`src/rtl/fbu_pkg.sv`:
```
package fbu_pkg;
  localparam int FLAG_CNT  = 5;
  localparam int ARITH_CNT = 4;

  localparam int F_OV = 0;
  localparam int F_CY = 1;
  localparam int F_ZR = 2;
  localparam int F_NG = 3;
  localparam int F_IE = 4;

  localparam logic [7:0] CLR_BASE  = 8'h2b;
  localparam logic [7:0] SET_BASE  = 8'h3b;
  localparam logic [7:0] RSV0_LO   = 8'h30;
  localparam logic [7:0] RSV0_HI   = 8'h3a;
  localparam logic [7:0] RSV1_LO   = 8'h40;
  localparam logic [7:0] RSV1_HI   = 8'h4a;
  localparam logic [7:0] JUMP_LO   = 8'h10;
  localparam logic [7:0] JUMP_HI   = 8'h1a;

  typedef enum logic [3:0] {
    C_ALWAYS = 4'h0,
    C_ZERO   = 4'h1,
    C_GT     = 4'h2,
    C_GE     = 4'h3,
    C_LT     = 4'h4,
    C_LE     = 4'h5,
    C_CARRY  = 4'h6,
    C_NEG    = 4'h7,
    C_NZERO  = 4'h8,
    C_NCARRY = 4'h9,
    C_NNEG   = 4'ha
  } cond_e;
endpackage

```
`src/rtl/fbu_rst_sync.sv`:
```
module fbu_rst_sync #(
  parameter int STAGES = 2
) (
  input  logic clk,
  input  logic rst_n,
  output logic rst_sync_n
);
  logic [STAGES-1:0] chain_q;
  logic [STAGES-1:0] chain_d;

  always_comb begin
    chain_d = {chain_q[STAGES-2:0], 1'b1};
  end

  always_ff @(posedge clk or negedge rst_n) begin
    if (!rst_n) chain_q <= '0;
    else        chain_q <= chain_d;
  end

  assign rst_sync_n = chain_q[STAGES-1];
endmodule

```
`src/rtl/fbu_decode.sv`:
```
module fbu_decode
  import fbu_pkg::*;
(
  input  logic                op_valid,
  input  logic [7:0]          opcode,
  output logic [FLAG_CNT-1:0] set_mask,
  output logic [FLAG_CNT-1:0] clr_mask,
  output logic                is_jump,
  output cond_e               cond,
  output logic                is_rsv
);
  for (genvar i = 0; i < FLAG_CNT; i++) begin : g_mask
    localparam logic [7:0] SET_OP = SET_BASE + 8'(i);
    localparam logic [7:0] CLR_OP = CLR_BASE + 8'(i);
    assign set_mask[i] = op_valid && (opcode == SET_OP);
    assign clr_mask[i] = op_valid && (opcode == CLR_OP);
  end

  always_comb begin
    is_jump = op_valid && (opcode >= JUMP_LO) && (opcode <= JUMP_HI);
    cond    = cond_e'(opcode[3:0]);
    is_rsv  = op_valid &&
              (((opcode >= RSV0_LO) && (opcode <= RSV0_HI)) ||
               ((opcode >= RSV1_LO) && (opcode <= RSV1_HI)));
  end
endmodule

```
`src/rtl/fbu_flag_store.sv`:
```
module fbu_flag_store
  import fbu_pkg::*;
(
  input  logic                 clk,
  input  logic                 rst_n,
  input  logic [FLAG_CNT-1:0]  set_mask,
  input  logic [FLAG_CNT-1:0]  clr_mask,
  input  logic                 alu_we,
  input  logic [ARITH_CNT-1:0] alu_flags,
  output logic [FLAG_CNT-1:0]  flags_q
);
  logic [FLAG_CNT-1:0] flags_d;
  logic [FLAG_CNT-1:0] flag_en;

  for (genvar i = 0; i < FLAG_CNT; i++) begin : g_bit
    if (i < ARITH_CNT) begin : g_arith
      assign flag_en[i] = set_mask[i] | clr_mask[i] | alu_we;
      assign flags_d[i] = set_mask[i] ? 1'b1 :
                          clr_mask[i] ? 1'b0 : alu_flags[i];
    end else begin : g_ctrl
      assign flag_en[i] = set_mask[i] | clr_mask[i];
      assign flags_d[i] = set_mask[i];
    end

    always_ff @(posedge clk or negedge rst_n) begin
      if (!rst_n)          flags_q[i] <= 1'b0;
      else if (flag_en[i]) flags_q[i] <= flags_d[i];
    end
  end
endmodule

```
`src/rtl/fbu_branch.sv`:
```
module fbu_branch
  import fbu_pkg::*;
(
  input  logic [ARITH_CNT-1:0] fl,
  input  cond_e                cond,
  output logic                 met
);
  logic sgn_eq;

  always_comb begin
    sgn_eq = (fl[F_NG] == fl[F_OV]);
    unique case (cond)
      C_ALWAYS: met = 1'b1;
      C_ZERO:   met = fl[F_ZR];
      C_GT:     met = !fl[F_ZR] && sgn_eq;
      C_GE:     met = sgn_eq;
      C_LT:     met = !sgn_eq;
      C_LE:     met = fl[F_ZR] || !sgn_eq;
      C_CARRY:  met = fl[F_CY];
      C_NEG:    met = fl[F_NG];
      C_NZERO:  met = !fl[F_ZR];
      C_NCARRY: met = !fl[F_CY];
      C_NNEG:   met = !fl[F_NG];
      default:  met = 1'b0;
    endcase
  end
endmodule

```
`src/rtl/flag_branch_unit.sv`:
```
module flag_branch_unit
  import fbu_pkg::*;
#(
  parameter int ADDR_W     = 16,
  parameter int RST_STAGES = 2
) (
  input  logic                 clk,
  input  logic                 rst_n,
  input  logic                 op_valid,
  input  logic [7:0]           opcode,
  input  logic [ADDR_W-1:0]    operand,
  input  logic                 alu_we,
  input  logic [ARITH_CNT-1:0] alu_flags,
  output logic [FLAG_CNT-1:0]  flags,
  output logic                 br_taken,
  output logic [ADDR_W-1:0]    br_target,
  output logic                 illegal
);
  logic                rst_int_n;
  logic [FLAG_CNT-1:0] set_mask, clr_mask, flags_q;
  logic                is_jump, is_rsv, met;
  cond_e               cond;
  logic                take_d, ill_d;
  logic [ADDR_W-1:0]   tgt_d;

  fbu_rst_sync #(.STAGES(RST_STAGES)) i_rst (
    .clk(clk), .rst_n(rst_n), .rst_sync_n(rst_int_n)
  );

  fbu_decode i_dec (
    .op_valid(op_valid), .opcode(opcode), .set_mask(set_mask),
    .clr_mask(clr_mask), .is_jump(is_jump), .cond(cond), .is_rsv(is_rsv)
  );

  fbu_flag_store i_store (
    .clk(clk), .rst_n(rst_int_n), .set_mask(set_mask), .clr_mask(clr_mask),
    .alu_we(alu_we), .alu_flags(alu_flags), .flags_q(flags_q)
  );

  fbu_branch i_br (
    .fl(flags_q[ARITH_CNT-1:0]), .cond(cond), .met(met)
  );

  always_comb begin
    take_d = is_jump && met;
    tgt_d  = take_d ? operand : '0;
    ill_d  = is_rsv;
  end

  always_ff @(posedge clk or negedge rst_int_n) begin
    if (!rst_int_n) begin
      br_taken  <= 1'b0;
      br_target <= '0;
      illegal   <= 1'b0;
    end else begin
      br_taken  <= take_d;
      br_target <= tgt_d;
      illegal   <= ill_d;
    end
  end

  assign flags = flags_q;
endmodule

```
`config.mk`:
```
export PLATFORM = sky130hd
export DESIGN_NAME = flag_branch_unit
export DESIGN_NICKNAME = d
export VERILOG_FILES = /design/src/rtl/fbu_pkg.sv /design/src/rtl/fbu_rst_sync.sv /design/src/rtl/fbu_decode.sv /design/src/rtl/fbu_flag_store.sv /design/src/rtl/fbu_branch.sv /design/src/rtl/flag_branch_unit.sv
export SDC_FILE = /design/constraint.sdc
export NUM_CORES = 1
export LEC_CHECK = 0
export BUFFER_PORTS_ARGS = -buffer_cell sky130_fd_sc_hd__buf_2
export CAP_MARGIN = 20
export CORE_ASPECT_RATIO = 2
export CORE_MARGIN = 2
export CORE_UTILIZATION = 45
export CTS_CLUSTER_DIAMETER = 200
export CTS_CLUSTER_SIZE = 14
export DETAILED_ROUTE_END_ITERATION = 16
export PLACE_DENSITY = 0.78
export SYNTH_ARGS = -nofsm -noshare
export SYNTH_HDL_FRONTEND = slang
export SYNTH_SLANG_ARGS = --single-unit
```
`constraint.sdc`:
```
create_clock -name clk -period 0.81 [get_ports clk]
set_input_delay 0.081 -clock clk [delete_from_list [all_inputs] [get_ports clk]]
set_output_delay 0.081 -clock clk [all_outputs]
set_load 0.01 [all_outputs]
```
==> results of run 1 <==
==> flip-flops by register name (all words and copies together) (netlist names) <==
| name | flops |
|---|---|
| i_rst.chain_q | 2 |
| br_taken | 1 |
| i_store.flags_q | 5 |
| illegal | 1 |
| br_target | 16 |
==> layout by cell type (no fill, tap or decap), types with 4 or more instances in the layout <==
master,n
sky130_fd_sc_hd__buf_6,16
sky130_fd_sc_hd__buf_4,16
sky130_fd_sc_hd__a31oi_1,13
sky130_fd_sc_hd__dfrtp_1,25
sky130_fd_sc_hd__a31oi_2,4
sky130_fd_sc_hd__mux2_2,4
sky130_fd_sc_hd__nand2_1,19
sky130_fd_sc_hd__buf_2,46
==> logic make-up (layout without fill, tap and decap cells) <==
family / after synthesis / count (layout) / synth area share [%]
simple gates: 37 / 37 / 15.71
compound gates: 31 / 31 / 19.11
flops: 25 / 25 / 53.08
buf+inv: 9 / 89 / 4.458
mux: 7 / 7 / 6.581
other cells: 1 / 1 / 0.3182
xor+xnor: 1 / 1 / 0.7432
==> repair_timing <==
| item | 4_1_cts | 5_1_grt |
|---|---|---|
| cloned | 2 | 0 |
| endpoints found under the setup margin | 45 | 45 |
| pin swaps | 8 | 3 |
| resized for setup | 20 | 14 |
| endpoints found under the hold margin | 2 | 0 |
| hold buffers | 1 | 0 |
| setup buffers | 2 | 1 |
==> cell usage after synthesis <==
library cell,n,area [µm²]
sky130_fd_sc_hd__a21oi_1,4,20.02
sky130_fd_sc_hd__o31ai_1,1,7.510
sky130_fd_sc_hd__a2111oi_0,1,8.760
sky130_fd_sc_hd__nor3b_1,1,7.510
sky130_fd_sc_hd__and4bb_2,1,12.51
sky130_fd_sc_hd__nand2b_1,3,18.77
sky130_fd_sc_hd__nor3_1,1,5.000
sky130_fd_sc_hd__a21o_1,1,7.510
sky130_fd_sc_hd__nand4b_1,1,8.760
sky130_fd_sc_hd__nand2_1,19,71.32
sky130_fd_sc_hd__o21ai_0,2,10.01
sky130_fd_sc_hd__nor2_1,5,18.77
sky130_fd_sc_hd__mux2_2,6,67.56
sky130_fd_sc_hd__xnor2_1,1,8.760
sky130_fd_sc_hd__o211ai_2,1,12.51
sky130_fd_sc_hd__nor2b_1,1,6.260
sky130_fd_sc_hd__clkbuf_1,1,3.750
sky130_fd_sc_hd__buf_6,2,22.52
sky130_fd_sc_hd__dfrtp_1,25,625.6
sky130_fd_sc_hd__and3b_1,2,17.52
sky130_fd_sc_hd__nand3_1,1,5.000
sky130_fd_sc_hd__nand3b_1,1,7.510
sky130_fd_sc_hd__a31o_2,1,8.760
sky130_fd_sc_hd__mux2i_1,1,10.01
sky130_fd_sc_hd__inv_1,3,11.26
sky130_fd_sc_hd__conb_1,1,3.750
sky130_fd_sc_hd__a31oi_1,17,106.4
sky130_fd_sc_hd__a221oi_1,1,8.760
sky130_fd_sc_hd__o211ai_1,1,7.510
sky130_fd_sc_hd__or2_2,1,6.260
sky130_fd_sc_hd__a2111oi_4,1,27.53
sky130_fd_sc_hd__buf_2,3,15.01
==> layout make-up <==
class | instances | area (µm²) | area share [%]
Sequential cell | 25 | 625.6 | 32.70
Inverter | 3 | 13.76 | 0.7194
Tap cell | 28 | 35.03 | 1.831
Multi-Input combinational cell | 77 | 591.8 | 30.94
Clock inverter | 1 | 5.005 | 0.2616
Clock buffer | 3 | 41.29 | 2.158
Timing Repair Buffer | 82 | 600.6 | 31.39
==> worst paths after layout <==
path	startpoint	endpoint	slack (ns)	depth (start not counted)
setup / recovery	i_store.flags_q[0]	br_target[5]	-0.61	5
hold / removal	operand[4]	br_target[4]	0.02	3
setup reg to reg	i_store.flags_q[0]	br_target[5]	-0.61	5
hold reg to reg	i_rst.chain_q[1]	br_target[15]	0.23	1
max in group asynchronous	i_rst.chain_q[1]	br_target[4]	0.45	1
min in group asynchronous	rst_n	i_rst.chain_q[0]	0.12	2
==> critical path: stages (launching register included) <==
cell and delay, ns:
sky130_fd_sc_hd__dfrtp_1 0.43, sky130_fd_sc_hd__xnor2_2 0.22, sky130_fd_sc_hd__and3b_1 0.21, sky130_fd_sc_hd__o211ai_2 0.12
sky130_fd_sc_hd__buf_12 0.17, sky130_fd_sc_hd__a31oi_1 0.19
==> per-layer routing <==
metal	up-vias	share of wire (%)	global-route usage, %	wire length (µm)
met2	44	60	42.90	1876
met4	0	1.5	8.667	47
met1	567	33	22.50	1014
met3	6	5.3	2.624	165
li1	563	-	-	-
met5	-	0	0	0
==> where the power goes <==
part           leakage (µW)  internal (µW)  switching [µW]
sequential         0.000335           1280            27.9
clock             0.0000255            343             382
combinational      0.000567            338             283
total              0.000928           1960             693
==> metrics by stage <==
stage                     power, µW  setup slack (ns)
final                          2657           -0.6093
after global routing           2781           -0.6527
after CTS                      2640           -0.5632
after detailed placement       1837           -0.6376
after floorplan                1557           -0.7074
after global placement         1823           -0.5269
==> PnR_summary.wiki, run 1 <==
{| class="wikitable"
! Metric !! Value
|-
| Cells after synthesis || 111
|-
| Max Root-Sink Buffers || 2
|-
| Total global routing track utilization || between 20 and 25%
|-
| Highest clock frequency the design can meet || 704.6 MHz
|-
| Worst Setup Slack, final || -0.6093 ns
|-
| Num Clock Sinks || 25
|-
| Total overflow reported by the global router || 0
|-
| RSZ-0062 raised after global routing || true
|-
| # setup viols final || 45
|-
| Overall via count from detail_route || 1180
|-
| Full die area || just over 3000 µm²
|-
| Worst EP arrival || roughly 1.6 ns
|-
| Number of detailed-routing iterations run before antenna repair || 4
|-
| Final instance count without filler cells || 219
|-
| Max Transition Viols Final || 0
|-
| Weighted congestion at the end of routability-driven global placement || 0.7938
|-
| Total detailed-routing wirelength || 3103 µm
|-
| Setup clock skew after layout || 0.003613 ns
|-
| Number of antenna violations at the first check in global routing || 0
|-
| Count of synthesis-stage warnings from yosys || 0
|-
| Summed instance area of the synthesized netlist || 1179 µm²
|-
| Critical path class || reg2reg
|-
| Final Cycle Share || 175.2%
|-
| CP Capture Type || flip-flop
|-
| Result of the run || finished with violations
|-
| Post-Route Utilization || 75.39%
|-
| Final Net Count || 224
|-
| Share of the yosys chip area belonging to registers || 53.08%
|-
| Largest fanout on the critical path || 17
|-
| Core region area || 2537 µm²
|-
| Unique masters post-synth || 32
|-
| Source-to-sink clock delay at the later pin of the worst-skew pair || ~0.26 ns
|-
| Remaining antenna violation count after routing || 0
|-
| Pin count of the biggest net entering global routing || 24
|-
| # DRC || 0
|-
| Width of the die || 40.19 µm
|-
| Worst vdd ir || approximately 1.7 mV
|-
| Number of global-route vias before repair || 1200
|-
| Area after detailed placement || 1688 µm²
|-
| Clock tree root buffer cell || sky130_fd_sc_hd__clkbuf_8
|-
| Min-delay worst type || in2reg
|-
| Sum of negative setup slack || -12.68 ns
|-
| Post-route cell area || 1913 µm²
|-
| Post-Route Hold Slack || around 0.019 ns
|-
| Number of CTS-inserted buffers || 3
|-
| Number of vias per cell || 5.388
|-
| Total half-perimeter wirelength after legalization and detailed placement || around 2200 µm
|-
| Cell Pwr Density || 1389 nW/µm²
|-
| # fillers || 183
|-
| Kind of start point of the critical path || flip-flop
|-
| H-Tree Level Count || 1
|-
| Shortest period the worst path allows || 1.419 ns
|-
| Fin. Hold Viols || 0
|-
| Synthesized area per cell || 10.62 µm²
|-
| Number of antenna repair diodes || 0
|-
| Number of max-cap violations || 0
|-
| Static Leakage || 0.0009278 µW
|-
| Starting DRC count in detailed routing || 20
|-
| Dpl cells || 210
|-
| Fraction of layout instances using a drive strength above 1 || 58.12%
|-
| Post-Syn Nets || about 140
|-
| Boundary Pins || 55
|-
| Layout Area Growth over Synthesis || 62.31%
|-
| Number of buffers inserted by port buffering || 54
|-
| CTS tree || yes
|-
| Post-DR wirelength/cell || 14.17 µm
|-
| Required time at the worst-slack endpoint || 0.99 ns
|-
| Placement row count || 26
|-
| Failing checks || setup timing
|-
| Starting density of the core || 46.45%
|-
| Clock slew at the register clock pins of the worst setup and hold paths || roughly 0.090 ns
|-
| Chip height || approximately 76 µm
|-
| First-pass GRT wire length || about 5000 µm
|-
| Flop and latch count out of synthesis || 25
|}
No activity file was read; power rests on OpenSTA's default activity.
==> run 2: changes to the inputs <==
Settings changed: SETUP_SLACK_MARGIN set to 0.5.
==> run 2 against run 1 <==
Count of clock-buffer cells in the layout up 1; largest cell class is now non-clock buffers; critical path depth down 1; the flow still finishes with violations (setup timing); largest power group unchanged; first-iteration DRC count up 50%; clock power up 4.3%; highest routed layer unchanged; combinational power is 30% higher.
==> PnR_summary.wiki, run 2 (synthesized netlist as in run 1, its figures left out) <==
{| class="wikitable"
! Metric !! Value
|-
| Worst path max stage delay || 0.52 ns (+0.09 ns)
|-
| Final Net Count || 232 (+3.6%)
|-
| Number of buffers inserted by port buffering || 54 (unchanged)
|-
| Largest fanout on the critical path || 4 (-13)
|-
| Levels on crit path || 4 (-1)
|-
| Number of max-cap violations || 0 (unchanged)
|-
| Shortest period the worst path allows || 1.511 ns (+0.09162 ns)
|-
| Layout Area Growth over Synthesis || 79.83%
|-
| Regs by FF count || br_target: 16 flops, i_store.flags_q: 5 flops, i_rst.chain_q: 2 flops
|-
| Sequential cell area || 629.4 µm² (+0.60%)
|-
| Number of global-route vias before repair || 1325 (+10%)
|-
| Cell Pwr Density || 1359 nW/µm² (-2.2%)
|-
| Kind of start point of the critical path || flip-flop
|-
| RSZ-0062 raised after global routing || true
|-
| Num Clock Sinks || 25 (unchanged)
|-
| Setup clock skew after layout || 0.005123 ns (+0.001510 ns)
|-
| Series of cell instances along the critical path || a2111oi_2, a21oi_4, buf_4, a31oi_1
|-
| Static Leakage || 0.001013 µW (+9.2%)
|-
| CP Capture Type || flip-flop
|-
| Worst EP arrival || 1.70 ns (+0.10 ns)
|-
| Hold Path Stages || 3 (unchanged)
|-
| Required time at the worst-slack endpoint || 1.00 ns (about the same)
|-
| Core region area || 2537 µm² (unchanged)
|-
| Remaining antenna violation count after routing || 0 (unchanged)
|-
| Weighted congestion at the end of routability-driven global placement || 0.7394 (-6.9%)
|-
| Critical path buffers and inverters || 1 (unchanged)
|-
| Total detailed-routing wirelength || 4260 µm (+37%)
|-
| Total overflow reported by the global router || 0 (unchanged)
|-
| Critical path class || reg2reg
|-
| Total global routing track utilization || 28.56% (+5.7 points)
|-
| Final Cycle Share || 186.5% (+11 points)
|-
| Commonest cells after routing, fill and taps aside || sky130_fd_sc_hd__buf_2, sky130_fd_sc_hd__dfrtp_1, sky130_fd_sc_hd__buf_6
|-
| Post-DR wirelength/cell || 18.77 µm (+32%)
|-
| Clock slew at the register clock pins of the worst setup and hold paths || 0.09 ns (about the same)
|-
| Full die area || 3070 µm² (unchanged)
|-
| H-Tree Level Count || 1 (unchanged)
|-
| Number of antenna repair diodes || 0 (unchanged)
|-
| Cell family contributing the most delay on the critical path || compound AO/OA/AOI/OAI gates
|-
| Chip height || 76.38 µm (unchanged)
|-
| Worst Setup Slack, final || -0.7009 ns (-0.09162 ns)
|-
| Boundary Pins || 55 (unchanged)
|-
| # DRC || 0 (unchanged)
|-
| Area after detailed placement || 1690 µm² (+0.15%)
|-
| Max Transition Viols Final || 0 (unchanged)
|-
| Number of vias per cell || 5.630 (+4.5%)
|-
| # setup viols final || 45 (unchanged)
|-
| Min-delay worst type || in2reg
|-
| Most common library cell in the layout ignoring fill and taps || sky130_fd_sc_hd__buf_2
|-
| Pin count of the biggest net entering global routing || 18 (-25%)
|-
| Number of antenna violations at the first check in global routing || 0 (unchanged)
|-
| Highest clock frequency the design can meet || 661.9 MHz (-6.1%)
|-
| Starting DRC count in detailed routing || 30 (+50%)
|-
| Overall via count from detail_route || 1278 (+8.3%)
|-
| Placement row count || 26 (unchanged)
|-
| Width of the die || 40.19 µm (unchanged)
|-
| Number of CTS-inserted buffers || 3 (unchanged)
|-
| Clock tree root buffer cell || sky130_fd_sc_hd__clkbuf_8
|-
| Reg2reg path depth || 4 (-1)
|-
| Number of detailed-routing iterations run before antenna repair || 4 (unchanged)
|-
| CTS tree || yes
|-
| Crit-path slowest cell || sky130_fd_sc_hd__a2111oi_2
|-
| Max Root-Sink Buffers || 2 (unchanged)
|-
| Max reg flops || 16 (unchanged)
|-
| Total half-perimeter wirelength after legalization and detailed placement || 2352 µm (+7.0%)
|-
| Sum of negative setup slack || -14.44 ns (-1.753 ns)
|-
| Multi-input gate area in the final layout || 638.1 µm² (+7.8%)
|-
| # fillers || 135 (-26%)
|-
| Failing checks || setup timing
|-
| Worst vdd ir || 1.405 mV (-15%)
|-
| Starting density of the core || 46.45% (unchanged)
|-
| Result of the run || finished with violations
|-
| Source-to-sink clock delay at the later pin of the worst-skew pair || 0.27 ns (about the same)
|-
| Most flops, register || br_target
|-
| Fraction of layout instances using a drive strength above 1 || 61.31% (+3.2 points)
|-
| Post-route cell area || 2120 µm² (+11%)
|-
| First-pass GRT wire length || 5940 µm (+19%)
|-
| Fin. Hold Viols || 0 (unchanged)
|}
-- run 2: cell types whose count changed in the layout (fill, tap and decap cells not counted), moves of 2 or more --
cell                     before  now
sky130_fd_sc_hd__buf_16       0    2
sky130_fd_sc_hd__buf_6       16   20
sky130_fd_sc_hd__buf_12       3    5
sky130_fd_sc_hd__buf_8        0    2
sky130_fd_sc_hd__mux2_4       2    4
sky130_fd_sc_hd__mux2_2       4    2
-- run 2: path summary, 6_finish.rpt --
check	startpoint	endpoint	slack [ns]
max	i_store.flags_q[1]	br_target[11]	-0.70
min	operand[7]	br_target[7]	0.01
max reg2reg	i_store.flags_q[1]	br_target[11]	-0.70
min reg2reg	i_rst.chain_q[1]	i_store.flags_q[0]	0.27
max in group asynchronous	i_rst.chain_q[1]	br_target[3]	0.33
min in group asynchronous	rst_n	i_rst.chain_q[1]	0.12
-- run 2: where the power goes --
group          leakage [µW]  internal [µW]  switching [µW]
clock             0.0000228            353             404
combinational      0.000656            447             358
sequential         0.000334           1280            34.3
-- run 2: routing by layer --
layer  GRT usage, %  wire [µm]
met1          24.90       1299
met4          21.67        233
met2          50.97       2468
met3          3.207        258
met5              0          0
-- run 2: what timing repair did --
action,4_1_cts,5_1_grt
endpoints found under the hold margin,2,0
gates cloned,4,0
setup buffers,6,3
setup endpoints to repair,70,70
pin swaps,8,5
hold buffers,1,0
gates resized for setup,39,17
-- run 2: stage by stage --
stage | power [µW] | utilization, % | hold WS (ns) | worst slack, ns | std cells
6_report | 2880 | 83.53 | 0.01299 | -0.7009 | 227
5_1_grt | 2961 | 83.53 | 0.02073 | -0.7069 | 227
4_1_cts | 2754 | 79.34 | 0.01352 | -0.5860 | 224
3_5_place_dp | 1843 | 66.62 | -0.1311 | -0.6040 | 209
3_3_place_gp | 1821 | 66.62 | -0.1340 | -0.5447 | 209
2_1_floorplan | 1564 | - | -0.2146 | -0.7074 | 111
-- run 2: layout make-up --
type / count / share of cell area [%]
inverters: 3 / 0.6494
repair buffers: 90 / 35.77
multi-input cells: 77 / 30.11
flip-flops and latches: 25 / 29.69
well taps: 28 / 1.653
clock buffers: 4 / 2.125
-- run 2: worst reg2reg max path, cell delays in order, from the launching register on --
cell,delay [ns]
sky130_fd_sc_hd__dfrtp_1,0.43
sky130_fd_sc_hd__a2111oi_2,0.52
sky130_fd_sc_hd__a21oi_4,0.08
sky130_fd_sc_hd__buf_4,0.19
sky130_fd_sc_hd__a31oi_1,0.20
==> run 3: changes to the inputs <==
Settings changed: CORE_MARGIN 2 to unset.
==> run 3 against run 2 <==
The flow still finishes with violations (setup timing); flip-flop and latch count is the same; cell area down 3.7%; largest power group unchanged; sequential power about the same.
==> PnR_summary.wiki, run 3 (synthesized netlist as in run 1, its figures left out) <==
{| class="wikitable"
! Metric !! Value
|-
| Worst Setup Slack, final || -0.6879 ns (+0.01295 ns)
|-
| Most flops, register || br_target
|-
| Number of max-cap violations || 0 (unchanged)
|-
| Number of antenna violations at the first check in global routing || 0 (unchanged)
|-
| Crit-path slowest cell || sky130_fd_sc_hd__dfrtp_1
|-
| Post-DR wirelength/cell || 17.00 µm (-9.4%)
|-
| Area after detailed placement || 1727 µm² (+2.1%)
|-
| Fraction of layout instances using a drive strength above 1 || 60.41% (-0.90 points)
|-
| Min-delay worst type || in2reg
|-
| Layout Area Growth over Synthesis || 73.25%
|-
| Kind of start point of the critical path || flip-flop
|-
| Critical path buffers and inverters || 2 (+1)
|-
| Post-route cell area || 2042 µm² (-3.7%)
|-
| Final Cycle Share || 184.9% (-1.6 points)
|-
| Number of vias per cell || 5.464 (-2.9%)
|-
| Total half-perimeter wirelength after legalization and detailed placement || 2364 µm (+0.53%)
|-
| Result of the run || finished with violations
|-
| Required time at the worst-slack endpoint || 0.95 ns (-0.05 ns)
|-
| Clock tree root buffer cell || sky130_fd_sc_hd__clkbuf_8
|-
| Placement row count || 25 (-3.8%)
|-
| RSZ-0062 raised after global routing || true
|-
| Levels on crit path || 6 (+2)
|-
| Weighted congestion at the end of routability-driven global placement || 0.7699 (+4.1%)
|-
| Cell family contributing the most delay on the critical path || flip-flops
|-
| Critical path class || reg2reg
|-
| Regs by FF count || br_target: 16 flops, i_store.flags_q: 5 flops, i_rst.chain_q: 2 flops
|-
| Starting DRC count in detailed routing || 45 (+50%)
|-
| Overall via count from detail_route || 1224 (-4.2%)
|-
| Chip height || 74.38 µm (-2.6%)
|-
| First-pass GRT wire length || 5361 µm (-9.7%)
|-
| H-Tree Level Count || 1 (unchanged)
|-
| Worst EP arrival || 1.63 ns (-0.07 ns)
|-
| # DRC || 0 (unchanged)
|-
| Num Clock Sinks || 25 (unchanged)
|-
| Starting density of the core || 48.94% (+2.5 points)
|-
| Remaining antenna violation count after routing || 0 (unchanged)
|-
| Boundary Pins || 55 (unchanged)
|-
| Total overflow reported by the global router || 0 (unchanged)
|-
| Max Root-Sink Buffers || 2 (unchanged)
|-
| Largest fanout on the critical path || 17 (+13)
|-
| Source-to-sink clock delay at the later pin of the worst-skew pair || 0.26 ns (about the same)
|-
| Final Net Count || 230 (-0.86%)
|-
| Number of detailed-routing iterations run before antenna repair || 4 (unchanged)
|-
| CTS tree || yes
|-
| Series of cell instances along the critical path || buf_6, nand4b_1, o31ai_1, a21oi_1, buf_4, a31oi_1
|-
| Static Leakage || 0.0009803 µW (-3.3%)
|-
| # fillers || 123 (-8.9%)
|-
| Number of buffers inserted by port buffering || 54 (unchanged)
|-
| Failing checks || setup timing
|-
| Highest clock frequency the design can meet || 667.6 MHz (+0.86%)
|-
| Worst path max stage delay || 0.45 ns (-0.07 ns)
|-
| CP Capture Type || flip-flop
|-
| Cell Pwr Density || 1360 nW/µm² (about the same)
|-
| Pin count of the biggest net entering global routing || 18 (unchanged)
|-
| Number of global-route vias before repair || 1237 (-6.6%)
|-
| Commonest cells after routing, fill and taps aside || sky130_fd_sc_hd__buf_2, sky130_fd_sc_hd__dfrtp_1, sky130_fd_sc_hd__buf_6
|-
| Most common library cell in the layout ignoring fill and taps || sky130_fd_sc_hd__buf_2
|-
| Total detailed-routing wirelength || 3808 µm (-11%)
|-
| Shortest period the worst path allows || 1.498 ns (-0.01295 ns)
|-
| Reg2reg path depth || 6 (+2)
|-
| Hold Path Stages || 3 (unchanged)
|-
| Full die area || 2840 µm² (-7.5%)
|-
| Width of the die || 38.19 µm (-5.0%)
|-
| Fin. Hold Viols || 0 (unchanged)
|-
| # setup viols final || 45 (unchanged)
|-
| Core region area || 2409 µm² (-5.1%)
|-
| Clock slew at the register clock pins of the worst setup and hold paths || 0.08 ns (about the same)
|-
| Number of antenna repair diodes || 0 (unchanged)
|-
| Setup clock skew after layout || 0.001470 ns (-0.003654 ns)
|-
| Max Transition Viols Final || 0 (unchanged)
|-
| Post-Route Hold Slack || 0.02423 ns (+0.01124 ns)
|-
| Total global routing track utilization || 26.61% (-1.9 points)
|-
| Sequential cell area || 629.4 µm² (unchanged)
|-
| Worst vdd ir || 1.030 mV (-27%)
|-
| Number of CTS-inserted buffers || 3 (unchanged)
|-
| Max reg flops || 16 (unchanged)
|-
| Multi-input gate area in the final layout || 606.8 µm² (-4.9%)
|-
| Sum of negative setup slack || -14.60 ns (-0.1665 ns)
|}
==> run 3: cell types whose count changed in the layout (fill, tap and decap cells not counted), sizes merged <==
cell / change
buf: -2
==> run 3: where the power goes <==
group          internal, µW  switching (µW)  leakage [µW]
registers              1280            35.4      0.000334
logic                   413             317      0.000623
clock network           351             377     0.0000228
==> run 3: metal layers <==
metal,track usage [%],wire length [µm],part of all wire (%)
met1,26.65,1229,32
met5,0,0,0
met4,11.11,46,1.2
met2,51.41,2383,63
met3,2.687,149,3.9
==> run 3: repair_timing <==
action,in CTS,in global routing
hold endpoints to repair,2,0
endpoints found under the setup margin,70,70
setup buffers,3,2
pin swaps,3,4
resized for setup,27,17
cloned,1,0
hold buffers,1,0
==> run 3: cell type report <==
| cell class | instances | area share, % |
|---|---|---|
| well taps | 27 | 1.654 |
| flip-flops and latches | 25 | 30.82 |
| multi-input cells | 77 | 29.72 |
| repair buffers | 88 | 34.93 |
| inverters | 3 | 0.6740 |
| clock buffers | 4 | 2.206 |
==> run 3: worst paths after layout <==
check | start | to | slack, ns
setup / recovery | i_store.flags_q[3] | br_target[8] | -0.69
hold / removal | operand[4] | br_target[4] | 0.02
setup reg to reg | i_store.flags_q[3] | br_target[8] | -0.69
hold reg to reg | i_rst.chain_q[1] | i_store.flags_q[4] | 0.27
max in group asynchronous | i_rst.chain_q[1] | br_target[9] | 0.41
min in group asynchronous | rst_n | i_rst.chain_q[1] | 0.12
==> run 3: stage by stage <==
| stage | total power, µW | setup slack (ns) | utilization [%] | std cells |
|---|---|---|---|---|
| final | 2777 | -0.6879 | 84.78 | 224 |
| after global routing | 2889 | -0.7521 | 84.78 | 224 |
| after CTS | 2704 | -0.6149 | 80.99 | 222 |
| after detailed placement | 1862 | -0.6537 | 71.69 | 213 |
| after global placement | 1840 | -0.5842 | 71.69 | 213 |
| after floorplan | 1564 | -0.7074 | - | 111 |
==> run 3: worst reg2reg max path, stage by stage (launching register included) <==
cell and delay (ns):
sky130_fd_sc_hd__dfrtp_1 0.45, sky130_fd_sc_hd__buf_6 0.16, sky130_fd_sc_hd__nand4b_1 0.13, sky130_fd_sc_hd__o31ai_1 0.11
sky130_fd_sc_hd__a21oi_1 0.15, sky130_fd_sc_hd__buf_4 0.25, sky130_fd_sc_hd__a31oi_1 0.14
